`src/rtl/kbd_rx_pkg.sv`:
```
package kbd_rx_pkg;
  localparam int CODE_W    = 8;
  localparam int FRAME_LEN = 11;
  localparam logic [CODE_W-1:0] RELEASE_PREFIX = 8'hF0;

  typedef struct packed {
    logic              push;
    logic [CODE_W-1:0] code;
  } rxStrobe_t;
endpackage

```
`src/rtl/kbd_line_filter.sv`:
```
module kbd_line_filter #(
  parameter int STABLE = 3
) (
  input  logic clk,
  input  logic rstN,
  input  logic rawIn,
  output logic cleanOut
);
  localparam int CW = $clog2(STABLE + 1);

  logic          syncA, syncQ;
  logic [CW-1:0] runCnt;

  always_ff @(posedge clk) begin
    if (!rstN) begin
      syncA    <= 1'b1;
      syncQ    <= 1'b1;
      cleanOut <= 1'b1;
      runCnt   <= '0;
    end else begin
      syncA <= rawIn;
      syncQ <= syncA;
      if (syncQ != cleanOut) begin
        if (runCnt == CW'(STABLE - 1)) begin
          cleanOut <= syncQ;
          runCnt   <= '0;
        end else begin
          runCnt <= runCnt + 1'b1;
        end
      end else begin
        runCnt <= '0;
      end
    end
  end

  // the clean level only moves to a value the synchronizer already held
  p_filter_follow_r9: assert property (@(posedge clk) disable iff (!rstN)
    (cleanOut != $past(cleanOut)) |-> ($past(syncQ) == cleanOut));
endmodule

```
`src/rtl/kbd_rx_ctrl.sv`:
```
module kbd_rx_ctrl
  import kbd_rx_pkg::*;
#(
  parameter int FILT_LEN    = 3,
  parameter int IDLE_CYCLES = 1000
) (
  input  logic      clk,
  input  logic      rstN,
  input  logic      ps2Clk,
  input  logic      ps2Dat,
  output rxStrobe_t strobe
);
  localparam int IW = $clog2(IDLE_CYCLES + 1);
  localparam logic [3:0] LAST_IDX = 4'(FRAME_LEN - 1);

  logic [1:0] rawLines, cleanLines;
  assign rawLines = {ps2Dat, ps2Clk};

  for (genvar g = 0; g < 2; g++) begin : gLine
    kbd_line_filter #(.STABLE(FILT_LEN)) uFilt (
      .clk      (clk),
      .rstN     (rstN),
      .rawIn    (rawLines[g]),
      .cleanOut (cleanLines[g])
    );
  end

  logic              clkPrev, fallEdge, timedOut, frameDone;
  logic [IW-1:0]     idleCnt;
  logic [3:0]        bitCnt, effCnt;
  logic [CODE_W-1:0] shiftByte, effByte, nextByte;

  assign fallEdge = clkPrev & ~cleanLines[0];
  assign timedOut = (idleCnt == IW'(IDLE_CYCLES));

  always_comb begin
    effCnt   = timedOut ? 4'd0 : bitCnt;
    effByte  = timedOut ? '0 : shiftByte;
    nextByte = effByte;
    if (effCnt >= 4'd1 && effCnt <= 4'(CODE_W))
      nextByte[3'(effCnt - 4'd1)] = cleanLines[1];
    frameDone = (effCnt == LAST_IDX);
  end

  always_ff @(posedge clk) begin
    if (!rstN) begin
      clkPrev   <= 1'b1;
      idleCnt   <= '0;
      bitCnt    <= '0;
      shiftByte <= '0;
      strobe    <= '0;
    end else begin
      clkPrev     <= cleanLines[0];
      strobe.push <= 1'b0;
      if (fallEdge) begin
        idleCnt <= '0;
        if (frameDone) begin
          bitCnt      <= '0;
          shiftByte   <= '0;
          strobe.push <= 1'b1;
          strobe.code <= nextByte;
        end else begin
          bitCnt    <= effCnt + 4'd1;
          shiftByte <= nextByte;
        end
      end else if (!timedOut) begin
        idleCnt <= idleCnt + 1'b1;
      end
    end
  end

  p_bitcnt_range_r1: assert property (@(posedge clk) disable iff (!rstN)
    bitCnt <= LAST_IDX);
  p_push_after_edge_r1: assert property (@(posedge clk) disable iff (!rstN)
    strobe.push |-> $past(fallEdge));
  p_idle_restart_r8: assert property (@(posedge clk) disable iff (!rstN)
    (fallEdge && timedOut) |=> (bitCnt == 4'd1));
endmodule

```
`src/rtl/kbd_rx_dp.sv`:
```
module kbd_rx_dp
  import kbd_rx_pkg::*;
#(
  parameter int DEPTH = 16
) (
  input  logic              clk,
  input  logic              rstN,
  input  rxStrobe_t         strobe,
  input  logic              rdStrobe,
  output logic              codeValid,
  output logic [CODE_W-1:0] codeOut,
  output logic              releaseFlag
);
  localparam int AW = $clog2(DEPTH);

  logic [CODE_W-1:0] store [DEPTH];
  logic [AW-1:0]     wrPtr, rdPtr, used;
  logic              full, headIsPrefix, stripNow, takeNow, popNow, writeNow;

  assign used         = wrPtr - rdPtr;
  assign full         = (AW'(wrPtr + 1'b1) == rdPtr);
  assign codeOut      = store[rdPtr];
  assign headIsPrefix = (codeOut == RELEASE_PREFIX);
  assign codeValid    = (used != '0) && !headIsPrefix;
  assign stripNow     = headIsPrefix && (used >= AW'(2));
  assign takeNow      = rdStrobe && codeValid;
  assign popNow       = stripNow || takeNow;
  assign writeNow     = strobe.push && !full;

  always_ff @(posedge clk) begin
    if (writeNow) store[wrPtr] <= strobe.code;
  end

  always_ff @(posedge clk) begin
    if (!rstN) begin
      wrPtr       <= '0;
      rdPtr       <= '0;
      releaseFlag <= 1'b0;
    end else begin
      if (writeNow) wrPtr <= wrPtr + 1'b1;
      if (popNow)   rdPtr <= rdPtr + 1'b1;
      if (stripNow)     releaseFlag <= 1'b1;
      else if (takeNow) releaseFlag <= 1'b0;
    end
  end

  p_no_overflow_r3: assert property (@(posedge clk) disable iff (!rstN)
    (strobe.push && full) |=> (wrPtr == $past(wrPtr)));
  p_prefix_hidden_r5: assert property (@(posedge clk) disable iff (!rstN)
    codeValid |-> (codeOut != RELEASE_PREFIX));
  p_empty_quiet_r6: assert property (@(posedge clk) disable iff (!rstN)
    (wrPtr == rdPtr) |-> !codeValid);
  p_flag_clear_r7: assert property (@(posedge clk) disable iff (!rstN)
    (rdStrobe && codeValid) |=> !releaseFlag);
  p_idle_read_r11: assert property (@(posedge clk) disable iff (!rstN)
    (!codeValid && !stripNow) |=> (rdPtr == $past(rdPtr)));
endmodule

```
`src/rtl/kbd_code_rx.sv`:
```
module kbd_code_rx
  import kbd_rx_pkg::*;
#(
  parameter int CLK_HZ   = 200_000_000,
  parameter int IDLE_US  = 250_000,
  parameter int FILT_LEN = 3,
  parameter int DEPTH    = 16
) (
  input  logic       clk,
  input  logic       rstN,
  input  logic       ps2Clk,
  input  logic       ps2Dat,
  input  logic       rdStrobe,
  output logic       codeValid,
  output logic [7:0] codeOut,
  output logic       releaseFlag
);
  localparam int IDLE_CYCLES = (CLK_HZ / 1_000_000) * IDLE_US;

  rxStrobe_t rxStrobe;

  kbd_rx_ctrl #(.FILT_LEN(FILT_LEN), .IDLE_CYCLES(IDLE_CYCLES)) uCtrl (
    .clk    (clk),
    .rstN   (rstN),
    .ps2Clk (ps2Clk),
    .ps2Dat (ps2Dat),
    .strobe (rxStrobe)
  );

  kbd_rx_dp #(.DEPTH(DEPTH)) uDp (
    .clk         (clk),
    .rstN        (rstN),
    .strobe      (rxStrobe),
    .rdStrobe    (rdStrobe),
    .codeValid   (codeValid),
    .codeOut     (codeOut),
    .releaseFlag (releaseFlag)
  );
endmodule

```
`config.mk`:
```
export PLATFORM = sky130hd
export DESIGN_NAME = kbd_code_rx
export DESIGN_NICKNAME = d
export VERILOG_FILES = /design/src/rtl/kbd_rx_pkg.sv /design/src/rtl/kbd_line_filter.sv /design/src/rtl/kbd_rx_ctrl.sv /design/src/rtl/kbd_rx_dp.sv /design/src/rtl/kbd_code_rx.sv
export SDC_FILE = /design/constraint.sdc
export NUM_CORES = 1
export LEC_CHECK = 0
export ABC_AREA = 1
export BUFFER_PORTS_ARGS = -buffer_cell sky130_fd_sc_hd__buf_4
export CAP_MARGIN = 15
export CORE_ASPECT_RATIO = 2
export CORE_MARGIN = 1
export CORE_UTILIZATION = 25
export DETAILED_ROUTE_END_ITERATION = 12
export PLACE_DENSITY_LB_ADDON = 0.12
export SYNTH_ARGS = -nofsm -noshare
export SYNTH_HDL_FRONTEND = slang
export SYNTH_SLANG_ARGS = --single-unit
```
`constraint.sdc`:
```
create_clock -name clk -period 2.5 [get_ports clk]
set_input_delay 0.5 -clock clk [delete_from_list [all_inputs] [get_ports clk]]
set_output_delay 0.5 -clock clk [all_outputs]
set_load 0.005 [all_outputs]
```
==> metrics.csv <==
metric;value;unit
antenna_cells;0;
end_kind;primary output;
p_total;0.00855;W
ys.flop_type;edfxtp_1;
max_cap_viol_count;0;
fin_util;0.325;
hold_buffers;0;
yosysMostFrequentCell;nand2_1;
tritoncts;done;
design_area;11600;um^2
synth_top_cell_area_share;0.424;
drv_slew;0;
synth_area_leaders;edfxtp_1 (42%), dfxtp_1 (16%), nand2_1 (10%);
die-area;37000;um^2
slew_headroom;0.378;
die_h;271;um
worst_pin_slew;0.932;ns
grtUsageTotal;0.161;
final_nets;1114;
finalSetupViolCount;6;
io_buffers;14;
grt_pass1_vias;7243;
power.leakage;4.64;nW
ys_seq_area_frac;0.581;
power_density;737;nW/um^2
cts_sinks;199;
overflow;0;
irDropWorstVdd;0.000478;V
skew;0.0144;ns
synth_edf_count;128;
critical_path_required;2.00;ns
num_vias;6954;
drt_wl_total;27700;um
n_fill_cell;3704;
fin_setup_tns;-0.601;ns
start_util;0.254;
h-tree-depth;4;
hold_path_class;input pin to flop;
dp_hpwl;19500;um
timing.final.hold_violations;0;
ys_async_sr_fraction;0;
synth_area;9060;um^2
root_buffer;clkbuf_16;
rsz0062_at_grt;yes;
place_area;10100;um^2
grt_pass1_wl;42600;um
area_delta_synth_final;28.2;%
crit_arrival;2.22;ns
multiInputGateArea;3500;um^2
rows;98;
synth_top_area_cell;edfxtp_1;
layout_setup_ws;-0.224;ns
gp_congestion;0.792;
first_iter_violations;311;
first_pass_iters;4;
critPathKind;flop to primary output;
cp-start-kind;flop;
hold_ws;0.235;ns
violations;setup timing;
seqCellArea;5280;um^2
syn_inst;995;
insertion_delay;0.46;ns
detail-route-antenna-nets;0;
period_needed;2.72;ns
yosys_warnings;0;
synth.distinct_cells;40;
syn_nets;1017;
status;finished, violations left;
wl_per_cell;17.8;um
cts_buffer_depth;2;
grt_max_degree;30;
drive_above_1_share;0.243;
coreArea;35700;um^2
max_freq;367;MHz
via_per_inst;4.47;
worst-path-max-fanout;6;
pin_count;15;
drc;0;
syn_avg_cell_area;9.10;um^2
synthTopCellsByCount;nand2_1 (243), edfxtp_1 (128), inv_1 (113);
die_w;137;um
clkTransAtPathRegs;0.08;ns
cts_inserted_buffers;17;
period_share;1.09;
ys_seq_elements;199;
antenna_found_initial;0;
==> flip-flops by register name, summed over array words and instances, names as in the netlist, named ones only <==
register / count
uCtrl.idleCnt: 26
uCtrl.clkPrev: 1
uCtrl.gLine.uFilt.syncQ: 2
uDp.rdPtr: 4
uDp.wrPtr: 4
uCtrl.gLine.uFilt.cleanOut: 2
uCtrl.gLine.uFilt.syncA: 2
uDp.store: 128
uCtrl.strobe: 9
uDp.releaseFlag: 1
uCtrl.bitCnt: 4
uCtrl.gLine.uFilt.runCnt: 4
uCtrl.shiftByte: 8
==> layout make-up <==
type	count	share of cell area
repair buffers	113	0.102
multi-input cells	635	0.302
clock buffers	17	0.0366
clock inverters	15	0.0150
inverters	125	0.0414
well taps	450	0.0485
flip-flops and latches	199	0.455
repair inverters	1	0.000647
==> timing repair <==
action / 4_1_cts / 5_1_grt
buffers inserted: 18 / 1
cloned: 9 / 0
gates resized for setup: 98 / 34
endpoints found under the setup margin: 6 / 162
pin swaps: 40 / 10
==> report_power, final <==
part	internal, W	switching (W)
logic	0.00109	0.00114
clock network	0.00135	0.00145
registers	0.00348	0.0000425
==> final timing paths <==
check,endpoint,slack (ns),cells past startpoint,from
max reg2reg,uDp.rdPtr[2],0.07,17,flop
min reg2reg,uCtrl.gLine[1].uFilt.runCnt[0],0.41,1,uCtrl.gLine[1].uFilt.runCnt[0]
max,codeValid,-0.22,10,flop
min,uCtrl.gLine[0].uFilt.syncA,0.24,2,ps2Clk
==> worst max-delay path, stage by stage, from the launching register on <==
cell and delay, ns:
dfxtp_4 0.41, buf_12 0.15, buf_16 0.13, o211ai_1 0.27
nand3_1 0.17, nand3_2 0.11, nand2_2 0.06, nand2_2 0.09
nor2_4 0.05, a21boi_4 0.19, buf_6 0.12
==> layout by cell type (no fill, tap or decap), types with 11 or more instances in the layout <==
cell type / netlist / layout
o21ai_1: 17 / 20
ha_1: 16 / 13
edfxtp_1: 128 / 128
nand3_2: 1 / 27
a21oi_1: 33 / 30
buf_4: 1 / 85
inv_2: 9 / 13
clkbuf_16: 0 / 17
nor3_1: 16 / 14
nand2_1: 243 / 218
inv_1: 113 / 108
dfxtp_1: 71 / 64
o21ai_0: 29 / 25
nand2_2: 6 / 27
buf_12: 0 / 11
nand4_1: 21 / 21
nor2_1: 84 / 76
o21a_1: 11 / 11
nand3_1: 102 / 72
==> layer usage <==
metal,share of wire,vias up,GRT usage
met5,0,-,0
met1,0.34,3314,0.149
met4,0.051,0,0.0956
met2,0.59,95,0.323
met3,0.018,48,0.0196
li1,-,3497,-
==> stage by stage <==
step                      setup WS, ns  std cells
after floorplan                 0.0272        995
after global placement          -0.104       1496
after detailed placement       -0.0454       1496
after CTS                       -0.256       1554
after global routing            -0.299       1555
final                           -0.224       1555
==> cell families after synthesis <==
group / after synthesis / synth area share
DFF: 199 / 0.581
xor gates and xnor gates: 11 / 0.0106
buffers and inverters: 161 / 0.0742
adders and majority gates: 17 / 0.0243
AOI/OAI and AO/OA: 112 / 0.0705
and+or+nand+nor: 495 / 0.239
(Power assumes the default switching activity.)
